## config.mk

```make
export PLATFORM = sky130hd
export DESIGN_NAME = adc_cfg_engine
export DESIGN_NICKNAME = d
export VERILOG_FILES = /design/src/rtl/cfg_pkg.sv /design/src/rtl/spi_frame_shifter.sv /design/src/rtl/cfg_sequencer.sv /design/src/rtl/adc_cfg_engine.sv
export SDC_FILE = /design/constraint.sdc
export NUM_CORES = 1
export LEC_CHECK = 0
export ABC_AREA = 0
export BUFFER_PORTS_ARGS = -buffer_cell sky130_fd_sc_hd__buf_2
export CAP_MARGIN = 30
export CORE_MARGIN = 3
export CORE_UTILIZATION = 25
export CTS_BUF_LIST = sky130_fd_sc_hd__clkbuf_4 sky130_fd_sc_hd__clkbuf_8
export DETAILED_ROUTE_END_ITERATION = 8
export SETUP_SLACK_MARGIN = 0.3
export SYNTH_ARGS = -nofsm -noshare
export SYNTH_HDL_FRONTEND = slang
export SYNTH_SLANG_ARGS = --single-unit
export TNS_END_PERCENT = 10
```

## constraint.sdc

```tcl
create_clock -name clk -period 4.4 [get_ports clk]
set_clock_uncertainty 0.1 [all_clocks]
set_input_delay 0.22 -clock clk [delete_from_list [all_inputs] [get_ports clk]]
set_output_delay 0.22 -clock clk [all_outputs]
set_load 0.02 [all_outputs]
```

## src/rtl/cfg_pkg.sv

```systemverilog
package cfg_pkg;
    localparam int FRAME_BITS = 16;
    localparam logic [7:0] CMD_WR      = 8'h14;
    localparam logic [7:0] CMD_RD      = 8'h54;
    localparam logic [7:0] CFG_DEFAULT = 8'hE1;
    localparam logic [7:0] RD_FILL     = 8'hFF;
    localparam int BIT_SPAN  = 3;
    localparam int BIT_HIGHZ = 2;

    typedef enum logic [1:0] {
        OP_READ   = 2'd0,
        OP_WRITE  = 2'd1,
        OP_MODIFY = 2'd2,
        OP_RSVD   = 2'd3
    } op_e;

    typedef enum logic [1:0] {
        PH_IDLE = 2'd0,
        PH_LOW  = 2'd1,
        PH_HIGH = 2'd2
    } ph_e;

    typedef enum logic [2:0] {
        SQ_BOOT  = 3'd0,
        SQ_IDLE  = 3'd1,
        SQ_READ  = 3'd2,
        SQ_GAP   = 3'd3,
        SQ_WRITE = 3'd4
    } sq_e;
endpackage

```

## src/rtl/spi_frame_shifter.sv

```systemverilog
module spi_frame_shifter
    import cfg_pkg::*;
#(
    parameter int CLK_DIV = 2
) (
    input  logic                  clk,
    input  logic                  rst_n,
    input  logic                  start,
    input  logic [FRAME_BITS-1:0] tx_word,
    input  logic                  miso,
    output logic                  cs_n,
    output logic                  sclk,
    output logic                  mosi,
    output logic                  done,
    output logic [7:0]            rx_byte
);
    localparam int DW = (CLK_DIV > 1) ? $clog2(CLK_DIV) : 1;
    localparam int BW = $clog2(FRAME_BITS);

    ph_e                   ph, ph_nxt;
    logic [DW-1:0]         div_cnt;
    logic [BW-1:0]         bit_cnt;
    logic [FRAME_BITS-1:0] tx_sr;
    logic [7:0]            rx_sr;
    logic                  div_end, last_bit;

    assign div_end  = (div_cnt == DW'(CLK_DIV - 1));
    assign last_bit = (bit_cnt == BW'(FRAME_BITS - 1));

    always_ff @(posedge clk or negedge rst_n) begin
        if (!rst_n) ph <= PH_IDLE;
        else        ph <= ph_nxt;
    end

    always_comb begin
        ph_nxt = ph;
        unique case (ph)
            PH_IDLE: if (start)   ph_nxt = PH_LOW;
            PH_LOW:  if (div_end) ph_nxt = PH_HIGH;
            PH_HIGH: if (div_end) ph_nxt = last_bit ? PH_IDLE : PH_LOW;
            default: ph_nxt = PH_IDLE;
        endcase
    end

    always_ff @(posedge clk or negedge rst_n) begin
        if (!rst_n) begin
            div_cnt <= '0;
            bit_cnt <= '0;
            tx_sr   <= '1;
            rx_sr   <= '0;
            rx_byte <= '0;
            done    <= 1'b0;
        end else begin
            done <= 1'b0;
            unique case (ph)
                PH_IDLE: if (start) begin
                    tx_sr   <= tx_word;
                    bit_cnt <= '0;
                    div_cnt <= '0;
                end
                PH_LOW: begin
                    if (div_end) begin
                        div_cnt <= '0;
                        rx_sr   <= {rx_sr[6:0], miso};
                    end else begin
                        div_cnt <= div_cnt + 1'b1;
                    end
                end
                PH_HIGH: begin
                    if (div_end) begin
                        div_cnt <= '0;
                        if (last_bit) begin
                            done    <= 1'b1;
                            rx_byte <= rx_sr;
                        end else begin
                            bit_cnt <= bit_cnt + 1'b1;
                            tx_sr   <= {tx_sr[FRAME_BITS-2:0], 1'b1};
                        end
                    end else begin
                        div_cnt <= div_cnt + 1'b1;
                    end
                end
                default: ;
            endcase
        end
    end

    assign cs_n = (ph == PH_IDLE);
    assign sclk = (ph == PH_HIGH);
    assign mosi = (ph == PH_IDLE) ? 1'b1 : tx_sr[FRAME_BITS-1];

    // a frame is only requested when no frame is in flight
    assert_start_when_idle_R1: assert property (@(posedge clk) disable iff (!rst_n)
        start |-> (ph == PH_IDLE));
endmodule

```

## src/rtl/cfg_sequencer.sv

```systemverilog
module cfg_sequencer
    import cfg_pkg::*;
#(
    parameter int IDLE_CYCLES    = 4,
    parameter bit HIGHZ_AT_RESET = 1'b0
) (
    input  logic                  clk,
    input  logic                  rst_n,
    input  logic                  link_ok,
    input  logic                  cmd_valid,
    input  logic [1:0]            cmd_op,
    input  logic [7:0]            cmd_wdata,
    input  logic [2:0]            cmd_bit,
    input  logic                  cmd_bitval,
    output logic                  fr_start,
    output logic [FRAME_BITS-1:0] fr_tx,
    input  logic                  fr_done,
    input  logic [7:0]            fr_rx,
    output logic                  busy,
    output logic                  done,
    output logic                  cmd_err,
    output logic [7:0]            rd_data,
    output logic                  span_comp,
    output logic                  rmw_second
);
    localparam int GW = (IDLE_CYCLES > 1) ? $clog2(IDLE_CYCLES) : 1;
    localparam logic [7:0] BOOT_VAL = CFG_DEFAULT | (HIGHZ_AT_RESET ? (8'h1 << BIT_HIGHZ) : 8'h0);

    sq_e           state, nxt;
    op_e           op_q;
    logic [2:0]    bit_q;
    logic          val_q;
    logic [7:0]    mod_val;
    logic [GW-1:0] gap_cnt;
    logic          booting;
    logic          accept;
    logic          gap_end;

    function automatic logic [7:0] patch_bit(input logic [7:0] v, input logic [2:0] idx,
                                             input logic bv);
        logic [7:0] r;
        r      = v;
        r[idx] = bv;
        return r;
    endfunction

    assign accept  = link_ok && (op_e'(cmd_op) != OP_RSVD);
    assign gap_end = (gap_cnt == GW'(IDLE_CYCLES - 1));

    always_ff @(posedge clk or negedge rst_n) begin
        if (!rst_n) state <= SQ_BOOT;
        else        state <= nxt;
    end

    always_comb begin
        nxt = state;
        unique case (state)
            SQ_BOOT:  nxt = link_ok ? SQ_WRITE : SQ_IDLE;
            SQ_IDLE:  if (cmd_valid && accept)
                          nxt = (op_e'(cmd_op) == OP_WRITE) ? SQ_WRITE : SQ_READ;
            SQ_READ:  if (fr_done) nxt = (op_q == OP_MODIFY) ? SQ_GAP : SQ_IDLE;
            SQ_GAP:   if (gap_end) nxt = SQ_WRITE;
            SQ_WRITE: if (fr_done) nxt = SQ_IDLE;
            default:  nxt = SQ_IDLE;
        endcase
    end

    always_ff @(posedge clk or negedge rst_n) begin
        if (!rst_n) begin
            fr_start  <= 1'b0;
            fr_tx     <= '1;
            done      <= 1'b0;
            cmd_err   <= 1'b0;
            rd_data   <= '0;
            span_comp <= 1'b0;
            op_q      <= OP_READ;
            bit_q     <= '0;
            val_q     <= 1'b0;
            mod_val   <= '0;
            gap_cnt   <= '0;
            booting   <= 1'b1;
        end else begin
            fr_start <= 1'b0;
            done     <= 1'b0;
            cmd_err  <= cmd_valid && ((state != SQ_IDLE) || !accept);
            unique case (state)
                SQ_BOOT: begin
                    if (link_ok) begin
                        fr_start <= 1'b1;
                        fr_tx    <= {CMD_WR, BOOT_VAL};
                        op_q     <= OP_WRITE;
                    end else begin
                        booting <= 1'b0;
                    end
                end
                SQ_IDLE: begin
                    if (cmd_valid && accept) begin
                        op_q     <= op_e'(cmd_op);
                        bit_q    <= cmd_bit;
                        val_q    <= cmd_bitval;
                        fr_start <= 1'b1;
                        fr_tx    <= (op_e'(cmd_op) == OP_WRITE) ? {CMD_WR, cmd_wdata}
                                                                : {CMD_RD, RD_FILL};
                    end
                end
                SQ_READ: begin
                    if (fr_done) begin
                        rd_data <= fr_rx;
                        if (op_q == OP_MODIFY) begin
                            mod_val <= patch_bit(fr_rx, bit_q, val_q);
                            gap_cnt <= '0;
                        end else begin
                            done <= 1'b1;
                        end
                    end
                end
                SQ_GAP: begin
                    gap_cnt <= gap_cnt + 1'b1;
                    if (gap_end) begin
                        fr_start <= 1'b1;
                        fr_tx    <= {CMD_WR, mod_val};
                    end
                end
                SQ_WRITE: begin
                    if (fr_done) begin
                        rd_data   <= fr_tx[7:0];
                        span_comp <= fr_tx[BIT_SPAN];
                        done      <= !booting;
                        booting   <= 1'b0;
                    end
                end
                default: ;
            endcase
        end
    end

    assign busy       = (state != SQ_IDLE);
    assign rmw_second = (state == SQ_WRITE) && (op_q == OP_MODIFY);

    // a command presented while busy is answered with an error pulse
    assert_busy_reject_R6: assert property (@(posedge clk) disable iff (!rst_n)
        (busy && cmd_valid) |=> cmd_err);

    // completion is a single-cycle pulse
    assert_done_pulse_R9: assert property (@(posedge clk) disable iff (!rst_n)
        done |=> !done);
endmodule

```

## src/rtl/adc_cfg_engine.sv

```systemverilog
module adc_cfg_engine
    import cfg_pkg::*;
#(
    parameter int CLK_DIV        = 2,
    parameter int IDLE_CYCLES    = 4,
    parameter bit HIGHZ_AT_RESET = 1'b0
) (
    input  logic       clk,
    input  logic       rst_n,
    input  logic       link_ok,
    input  logic       cmd_valid,
    input  logic [1:0] cmd_op,
    input  logic [7:0] cmd_wdata,
    input  logic [2:0] cmd_bit,
    input  logic       cmd_bitval,
    output logic       busy,
    output logic       done,
    output logic       cmd_err,
    output logic [7:0] rd_data,
    output logic       span_comp,
    output logic       spi_cs_n,
    output logic       spi_sclk,
    output logic       spi_mosi,
    input  logic       spi_miso
);
    localparam int HW = $clog2(IDLE_CYCLES + 1);
    localparam int EW = $clog2(FRAME_BITS + 1);

    logic                  fr_start, fr_done, rmw_second;
    logic [FRAME_BITS-1:0] fr_tx;
    logic [7:0]            fr_rx;

    cfg_sequencer #(
        .IDLE_CYCLES   (IDLE_CYCLES),
        .HIGHZ_AT_RESET(HIGHZ_AT_RESET)
    ) u_seq (
        .clk       (clk),
        .rst_n     (rst_n),
        .link_ok   (link_ok),
        .cmd_valid (cmd_valid),
        .cmd_op    (cmd_op),
        .cmd_wdata (cmd_wdata),
        .cmd_bit   (cmd_bit),
        .cmd_bitval(cmd_bitval),
        .fr_start  (fr_start),
        .fr_tx     (fr_tx),
        .fr_done   (fr_done),
        .fr_rx     (fr_rx),
        .busy      (busy),
        .done      (done),
        .cmd_err   (cmd_err),
        .rd_data   (rd_data),
        .span_comp (span_comp),
        .rmw_second(rmw_second)
    );

    spi_frame_shifter #(
        .CLK_DIV(CLK_DIV)
    ) u_shift (
        .clk    (clk),
        .rst_n  (rst_n),
        .start  (fr_start),
        .tx_word(fr_tx),
        .miso   (spi_miso),
        .cs_n   (spi_cs_n),
        .sclk   (spi_sclk),
        .mosi   (spi_mosi),
        .done   (fr_done),
        .rx_byte(fr_rx)
    );

    // checker state: chip-select high run length and rising edges per frame
    logic [HW-1:0] hi_run;
    logic [EW-1:0] edge_cnt;
    logic          sclk_d;

    always_ff @(posedge clk or negedge rst_n) begin
        if (!rst_n) begin
            hi_run   <= '0;
            edge_cnt <= '0;
            sclk_d   <= 1'b0;
        end else begin
            sclk_d <= spi_sclk;
            if (!spi_cs_n)                      hi_run <= '0;
            else if (hi_run != HW'(IDLE_CYCLES)) hi_run <= hi_run + 1'b1;
            if (spi_cs_n)                       edge_cnt <= '0;
            else if (spi_sclk && !sclk_d)       edge_cnt <= edge_cnt + 1'b1;
        end
    end

    // every frame carries exactly FRAME_BITS rising clock edges
    assert_frame_len_R1: assert property (@(posedge clk) disable iff (!rst_n)
        $rose(spi_cs_n) |-> (edge_cnt == EW'(FRAME_BITS)));

    // minimum chip-select idle before the write frame of a modify
    assert_rmw_gap_R5: assert property (@(posedge clk) disable iff (!rst_n)
        ($fell(spi_cs_n) && rmw_second) |-> (hi_run >= HW'(IDLE_CYCLES)));

    // the span mirror only moves when a frame has just completed
    assert_span_at_frame_end_R8: assert property (@(posedge clk) disable iff (!rst_n)
        !$stable(span_comp) |-> $past(fr_done));
endmodule

```

==> results.md, run 1 <==
Outcome:
- The run finished with clean final reports.

Yosys:
- Among all cell types in the netlist, the one instantiated most often is sky130_fd_sc_hd__dfrtp_1.
- The share of the yosys chip area belonging to registers is between 50% and 60%.
- In the post-synthesis netlist, the biggest area contributors are sky130_fd_sc_hd__dfrtp_1 (35%), sky130_fd_sc_hd__dfstp_2 (18%), sky130_fd_sc_hd__mux2_2 (6.9%), sky130_fd_sc_hd__mux2i_1 (6.2%), sky130_fd_sc_hd__o21ai_0 (5.5%).
- Yosys mapped a number of flops with a built-in enable equal to 0.
- Summing the areas of all compound-gate instances in the mapped netlist gives 11.0% of the synthesized area.
- After synthesis, the largest area contributor takes up 35.2% of total cell area.
- The number of distinct standard cells referenced by the synthesized netlist is 43.
- The xor and xnor area share after synthesis is 0.224%.
- After synthesis the cells add up to 0.00390 mm^2.
- By count the netlist is led by sky130_fd_sc_hd__dfrtp_1 (55), sky130_fd_sc_hd__nand2_1 (48), sky130_fd_sc_hd__o21ai_0 (43), sky130_fd_sc_hd__dfstp_2 (27).
- Of the total synthesized cell area, the portion taken by AND, OR, NAND and NOR gates is 15.2%.
- By area, the combinational part of the netlist is dominated by multiplexers.
- Of the total synthesized cell area, the portion taken by full adders, half adders and majority gates is approximately 2.2%.
- The top cell type by total area after synthesis is sky130_fd_sc_hd__dfrtp_1.
- Synthesis inferred 82 register bits.
- Yosys printed 0 warnings.
- The average footprint of a synthesized cell is around 11 um^2.
- After synthesis, the share of flip-flops with an asynchronous set or reset is 100%.
- The synthesized netlist net count is 382.
- The proportion of synthesized area in mux cells is 15.4%.
- The instance count of the mapped netlist is 356.
- The dominant synthesized flop cell is sky130_fd_sc_hd__dfrtp_1.

Route:
- Using the TritonRoute via totals, the vias-per-cell ratio works out to roughly 4.5.
- In the routed design, unresolved DRC markers number 0.
- The total vias in the final route is 2,695.
- The detailed router finished its first iteration with 140 violations.
- The pre-antenna-repair detailed-routing pass consisted of 4 iterations.
- The count of nets left with antenna violations after detail routing is 0.
- Summed over all layers, the routed wires come to between 8000 and 9000 um.
- After detailed routing, the average wire length per cell comes to 14.1 um.

Die:
- The top-level I/O count is 34.
- The initial cell density of the core is between 20% and 30%.
- The width of the die is around 130 um.
- From bottom edge to top edge, the die measures 131 um.
- After floorplanning, the core was sized to cover 0.0153 mm^2.
- The die covers around 0.017 mm^2.
- After floorplanning, the core was divided into 45 placement rows.

Worst setup path:
- The biggest fanout along the worst timing path is 26.
- Across all register-to-register paths, the minimum setup slack is 1.93 ns.
- STA classifies the critical path startpoint as a register.
- In this run the critical register-to-register path is launched from u_seq.state[1].
- The timing startpoint of the critical path is u_seq.state[1].
- The worst setup path is captured at a register.
- The required time of the critical path is 4.60 ns.
- The data arrival time of the critical path is 2.67 ns.
- The worst setup path category is reg2reg.

Hold path:
- The start point of the worst min-delay path is cmd_valid.
- The worst min-delay path class is in2reg.

Power:
- The worst-case vdd ir drop is about 190 uV.
- The leakage power is 0.00197 uW.
- For this design the ratio of total power to cell area is 614 mW/mm^2.
- The power after layout is 2820 uW.

Clocking:
- The clock transition at the registers of the reported paths is ~0.09 ns.
- No sink is reached through more buffers than the 2 on the longest clock path.
- The clock drives 82 sinks.
- The CTS tree is yes.
- The number of H-tree branching levels is 3.
- The cell sitting at the root of the clock tree is a sky130_fd_sc_hd__clkbuf_8.
- Clock latency on the worst-skew pair, taken at its later pin, is 0.36 ns.
- After clock tree synthesis, the repair step resized 0 gates.
- The clock buffer count from CTS is 9.

Layout:
- The layout cell share with drive strength beyond 1 is 29.2%.
- The combined area of the multi-input logic cells is 0.00172 mm^2.
- Relative to the synthesized area, the layout overhead comes to 17.5%.
- After filler insertion, the fill cell instance count of the layout stands at between 1,500 and 2,000.
- After the flow finishes, the layout carries non-filler instances totaling about 610.
- The antenna diode count is 0.
- The sequential cell area is 0.00209 mm^2.
- The post-layout net count is 415.

Timing:
- The minimum period implied by the final worst setup slack is roughly 2.5 ns.
- Derived from the worst setup path, the maximum achievable clock frequency is 0.405 GHz.
- The max-slew violation total from the final report was 0.
- Hold timing on the final database bottoms out at a slack of 0.0180 ns.
- The final cycle utilization of the critical path is 56.1%.
- The total setup violations reported at the end of the flow is 0.
- The setup TNS after final layout is 0 ns.
- For the pin with the worst max-slew slack, the measured transition is approximately 0.76 ns.
- The final hold violation count is 0.
- The worst setup margin is 1.93 ns.
- The worst slew margin relative to its limit is 49.6%.
- Setup repair after global routing left no endpoint under its margin.

Global route:
- The initial antenna violation count came to 0.
- The wire length of the first global-routing pass is 14,200 um.
- The total global routing track utilization is 10.7%.
- Entering global routing, the biggest net connects 64 pins.
- For this run the aggregate overflow at the end of global routing stands at 0.
- The via count of the first global-routing pass is 2,682.

Job:
- The tool flagged a number of max-cap violations equal to 0.

Placement:
- During placement, the flow inserted port buffers numbering 33.
- Once detailed placement completed, the half-perimeter wirelength came to 6240 um.
- The placement-stage worst setup slack is 1.98 ns.
- After detailed placement, the design holds a cell count of 584.
- The last weighted congestion value of the routability-driven placer is about 0.8.
## routing by layer
metal | part of all wire [%] | vias up | wire length [um] | GRT usage, %
met4 | 2.0 | 0 | 170 | 4.90
met5 | 0 | - | 0 | 0
met3 | 2.9 | 13 | 247 | 1.79
met1 | 47 | 1318 | 4020 | 14.3
li1 | - | 1320 | - | -
met2 | 48 | 44 | 4100 | 16.9
## layout by cell type, fill, tap and decap left out, types with 14 or more instances in the layout
master | netlist | final
sky130_fd_sc_hd__dfrtp_1 | 55 | 55
sky130_fd_sc_hd__mux2i_1 | 24 | 24
sky130_fd_sc_hd__buf_2 | 2 | 32
sky130_fd_sc_hd__mux2_2 | 24 | 24
sky130_fd_sc_hd__o21ai_0 | 43 | 43
sky130_fd_sc_hd__nor3_1 | 14 | 14
sky130_fd_sc_hd__nor2b_1 | 18 | 18
sky130_fd_sc_hd__nand2_1 | 48 | 48
sky130_fd_sc_hd__dfstp_2 | 27 | 27
## path summary, 6_finish.rpt
check                               endpoint  cells after the start
hold reg to reg             u_shift.tx_sr[9]                      2
setup reg to reg              u_seq.fr_tx[1]                      4
setup / recovery              u_seq.fr_tx[1]                      4
max in group asynchronous  u_shift.tx_sr[14]                      3
hold / removal                 u_seq.cmd_err                      2
min in group asynchronous   u_shift.rx_sr[5]                      2
## cells by family after synthesis
kind of cell | after synthesis
flip-flops | 82
adder cells (fa/ha/maj) | 7
XOR/XNOR | 1
multiplexers | 54
buffers and inverters | 25
AO/OA/AOI/OAI | 71
AND/OR/NAND/NOR | 116
## critical path, stage by stage, from the launching register on
cell	delay, ns
sky130_fd_sc_hd__dfrtp_1	0.84
sky130_fd_sc_hd__nor3_1	0.23
sky130_fd_sc_hd__a311oi_2	0.59
sky130_fd_sc_hd__buf_4	0.29
sky130_fd_sc_hd__mux2_2	0.35
## flip-flops by register name, summed over array words and instances (netlist names), 2 cells and up
name,flops
u_seq.bit_q,3
u_seq.fr_tx,10
u_seq.gap_cnt,2
u_seq.mod_val,8
u_seq.op_q,2
u_seq.rd_data,8
u_seq.state,3
u_shift.bit_cnt,4
u_shift.ph,2
u_shift.rx_byte,8
u_shift.rx_sr,8
u_shift.tx_sr,16
## area by class of cell
cell class	count	area share (%)
clock buffers	11	3.16
multi-input cells	249	37.5
inverters	5	0.409
flip-flops and latches	82	45.5
repair buffers	42	5.84
well taps	211	5.76
clock inverters	5	1.88
## where the power goes
| group | switching (uW) | leakage, uW | internal [uW] |
|---|---|---|---|
| Combinational | 473 | 0.000843 | 442 |
| Clock | 289 | 0.000118 | 346 |
| Sequential | 235 | 0.00101 | 1030 |
| Total | 997 | 0.00197 | 1820 |
## what timing repair did
action	in CTS	in global routing
setup endpoints to repair	0	0
endpoints found under the hold margin	52	0
setup buffers	0	0
hold buffers	5	0
## per-stage QoR
step                      utilization [%]  area, um^2
final                                30.1        4590
after global routing                 30.1        4590
after CTS                            30.1        4590
after detailed placement             28.2        4310
after global placement               28.0        4270
after floorplan                         -        3910
Power figures use the tool's default switching activity.
==> inputs of run 2 (changes only) <==
==> constraint.sdc (replaced) <==
create_clock -name clk -period 2.6 [get_ports clk]
set_clock_uncertainty 0.1 [all_clocks]
set_input_delay 0.13 -clock clk [delete_from_list [all_inputs] [get_ports clk]]
set_output_delay 0.13 -clock clk [all_outputs]
set_load 0.02 [all_outputs]
==> run 2 against run 1 <==
  * Flip-flop and latch count did not move
  * Largest cell class unchanged
  * Via count rose by 0.52%
  * Utilization rose by 0.62 points
  * Critical path depth rose by 4
  * Total power rose by 73%
  * Clock power rose by 81%
==> results.md, run 2 (synthesized netlist as in run 1, its figures left out) <==
Die:
- The width of the die is 131 um (unchanged).
- The initial cell density of the core was 25.6% (unchanged).
- The core area is 0.0153 mm^2 (unchanged).
- The vertical extent of the die is 131 um (unchanged).
- The top-level I/O count is 34 (unchanged).
- The number of standard-cell rows in the floorplan is 45 (unchanged).
- The die footprint was 0.0172 mm^2 (unchanged).

Timing:
- The slew at the pin with the worst max-slew slack was 0.587 ns (was 0.757 ns).
- The final cycle utilization of the critical path was 78.5% (was 56.1%).
- Setup repair after global routing missed its margin: no (unchanged).
- The setup TNS after final layout is 0 ns (unchanged).
- The minimum period implied by the final worst setup slack was 2.04 ns (was 2.47 ns).
- The final hold violation count is 0 (unchanged).
- The total setup violations reported at the end of the flow is 0 (unchanged).
- The achievable clock frequency is 0.490 GHz (was 0.405 GHz).
- The max-slew violation total from the final report is 0 (unchanged).
- The worst slew margin relative to its limit is 60.9% (was 49.6%).

Hold path:
- The worst min-delay path class is in2reg (unchanged).

Layout:
- The post-layout net count came to 423 (was 415).
- The largest register by flop count was u_shift.tx_sr (unchanged).
- The flip-flop count of the largest register, all copies and words added came to 16 (unchanged).
- Commonest non-fill, non-tap cells in the layout: sky130_fd_sc_hd__dfrtp_1 (55), sky130_fd_sc_hd__nand2_1 (48), sky130_fd_sc_hd__o21ai_0 (43) (unchanged).
- The final core utilization is 30.7% (was 30.1%).
- The count of filler cells inserted in the layout came to 1,598 (was 1,563).
- The signed area change from the synthesized netlist to the final layout was 19.9% (was 17.5%).
- The combined area of the multi-input logic cells came to 0.00172 mm^2 (about the same).
- The layout cell share with drive strength beyond 1 was 29.9% (was 29.2%).
- The sequential cell area is 0.00209 mm^2 (unchanged).
- The leading cell type in the layout, fill and taps excluded was sky130_fd_sc_hd__dfrtp_1 (unchanged).
- The design area came to 0.00468 mm^2 (was 0.00459 mm^2).
- Top flop regs: u_shift.tx_sr: 16 flops, u_seq.fr_tx: 10 flops (unchanged).
- The antenna diode count is 0 (unchanged).

Clocking:
- The clock latency on the worst-skew pair came to 0.37 ns (was 0.36 ns).
- The CTS tree is yes (unchanged).
- The clock transition at the registers of the reported paths is 0.09 ns (about the same).
- The buffer cell driving the clock tree root is sky130_fd_sc_hd__clkbuf_8 (unchanged).
- The number of H-tree branching levels is 3 (unchanged).
- The clock buffer count from CTS was 9 (unchanged).
- The clock tree buffer depth came to 2 (unchanged).
- The CTS sink count is 82 (unchanged).

Placement:
- The instance area after placement is 0.00434 mm^2 (was 0.00431 mm^2).
- The detailed-placement wirelength estimate is 6360 um (was 6240 um).
- The number of input and output port buffers inserted is 33 (unchanged).
- The last weighted congestion value of the routability-driven placer is 0.822 (was 0.786).

Global route:
- The met2 layer usage reported by global route is 17.6% (was 16.9%).
- The maximum number of pins on one net before global-route repair is 47 (was 64).
- The met3 demand-to-capacity share in global routing is 2.15% (was 1.79%).
- The via count of the first global-routing pass is 2,815 (was 2,682).
- The total global routing track utilization is 10.8% (was 10.7%).
- The global-route congestion overflow total was 0 (unchanged).
- The fraction of met1 tracks used by global routing is 13.8% (was 14.3%).
- The initial antenna violation count was 0 (unchanged).
- The wire length of the first global-routing pass was 14,300 um (was 14,200 um).
- The layer carrying the most global-route usage is met2 (unchanged).

Power:
- The worst-case vdd ir drop is 332 uV (was 186 uV).
- The power after layout came to 4870 uW (was 2820 uW).
- The leakage power came to 0.00201 uW (was 0.00197 uW).
- The power density of the placed cells was 1040 mW/mm^2 (was 614 mW/mm^2).

Route:
- The initial DRC count is 136 (was 140).
- The length of the first detailed-routing pass in iterations is 4 (unchanged).
- The ratio of routed vias to standard cells is 4.42 (was 4.45).
- The number of remaining DRC errors is 0 (unchanged).
- The post-detailed-route wirelength per cell is 14.0 um (was 14.1 um).
- The total vias in the final route is 2,709 (was 2,695).
- The post-detailed-routing wire length is 8600 um (was 8540 um).
- The count of nets left with antenna violations after detail routing is 0 (unchanged).

Worst setup path:
- The biggest fanout along the worst timing path is 29 (was 26).
- Critical Path, Cell by Cell: inv_1 -> ha_1 -> buf_4 -> nand4_1 -> o2111ai_1 -> buf_4 -> o21ai_0 -> a21oi_1 (was nor3_1 -> a311oi_2 -> buf_4 -> mux2_2).
- The type of element capturing the critical path is a register (unchanged).
- The worst-path cell with the longest stage delay is sky130_fd_sc_hd__dfrtp_1 (unchanged).
- The buffers plus inverters on the worst setup path is 3 (was 1).
- The category of the worst setup path launch point is a register (unchanged).
- The most prevalent standard cell on the critical path is sky130_fd_sc_hd__buf_4.
- The data arrival time of the critical path was 2.23 ns (was 2.67 ns).
- The worst setup path category was reg2reg (unchanged).
- The maximum single-stage delay on the critical path was 0.43 ns (was 0.84 ns).
- The kind of cell adding the most delay to the critical path is buffers and inverters (was flip-flops).
- The required time of the critical path is 2.79 ns (was 4.60 ns).

Job:
- The number of max-cap violations is 0 (unchanged).

Outcome:
- Outcome: finished, final reports clean (unchanged).
==> run 2: power breakdown <==
part	switching (uW)	leakage (uW)	internal (uW)
clock	486	0.000119	665
sequential	370	0.00101	1750
combinational	827	0.000881	774
total	1680	0.00201	3190
==> run 2: what timing repair did <==
action,CTS,global route
buffers inserted,0,0
hold endpoints to repair,44,0
gates resized for setup,0,1
endpoints found under the setup margin,0,2
hold buffers,9,0
==> run 2: worst reg2reg max path: stages, from the launching register on <==
cell and delay, ns:
sky130_fd_sc_hd__dfrtp_1 0.43, sky130_fd_sc_hd__inv_1 0.10, sky130_fd_sc_hd__ha_1 0.29, sky130_fd_sc_hd__buf_4 0.22, sky130_fd_sc_hd__nand4_1 0.13, sky130_fd_sc_hd__o2111ai_1 0.14, sky130_fd_sc_hd__buf_4 0.31, sky130_fd_sc_hd__o21ai_0 0.13
sky130_fd_sc_hd__a21oi_1 0.13
==> run 2: worst paths after layout <==
path                                   from            endpoint  slack (ns)  cells after the start
max in group asynchronous             rst_n      u_seq.fr_tx[6]        1.59                      3
min reg2reg                u_shift.tx_sr[3]    u_shift.tx_sr[3]        0.38                      2
max reg2reg                   u_shift.ph[0]  u_shift.bit_cnt[3]        0.56                      8
min                                 link_ok       u_seq.cmd_err        0.06                      4
max                           u_shift.ph[0]  u_shift.bit_cnt[3]        0.56                      8
min in group asynchronous             rst_n       u_seq.cmd_err        0.18                      2
==> run 2: final cells by class <==
type / count / area share [%]
clock inverters: 6 / 2.43
flip-flops and latches: 82 / 44.5
multi-input cells: 249 / 36.8
well taps: 211 / 5.64
repair buffers: 50 / 7.22
inverters: 5 / 0.401
clock buffers: 10 / 2.94
==> run 2: per-layer routing <==
metal | vias up | share of wire, %
met5 | - | 0
met4 | 0 | 2.6
met3 | 16 | 2.5
met2 | 34 | 50
met1 | 1332 | 45
li1 | 1327 | -
==> run 2: stage by stage <==
step                      instances  hold WS [ns]  worst slack, ns
after floorplan                 356        -0.266            0.339
after global placement          587         0.267            0.687
after detailed placement        588        0.0382            0.569
after CTS                       613        0.0441            0.553
after global routing            613        0.0971            0.334
final                           613        0.0568            0.559
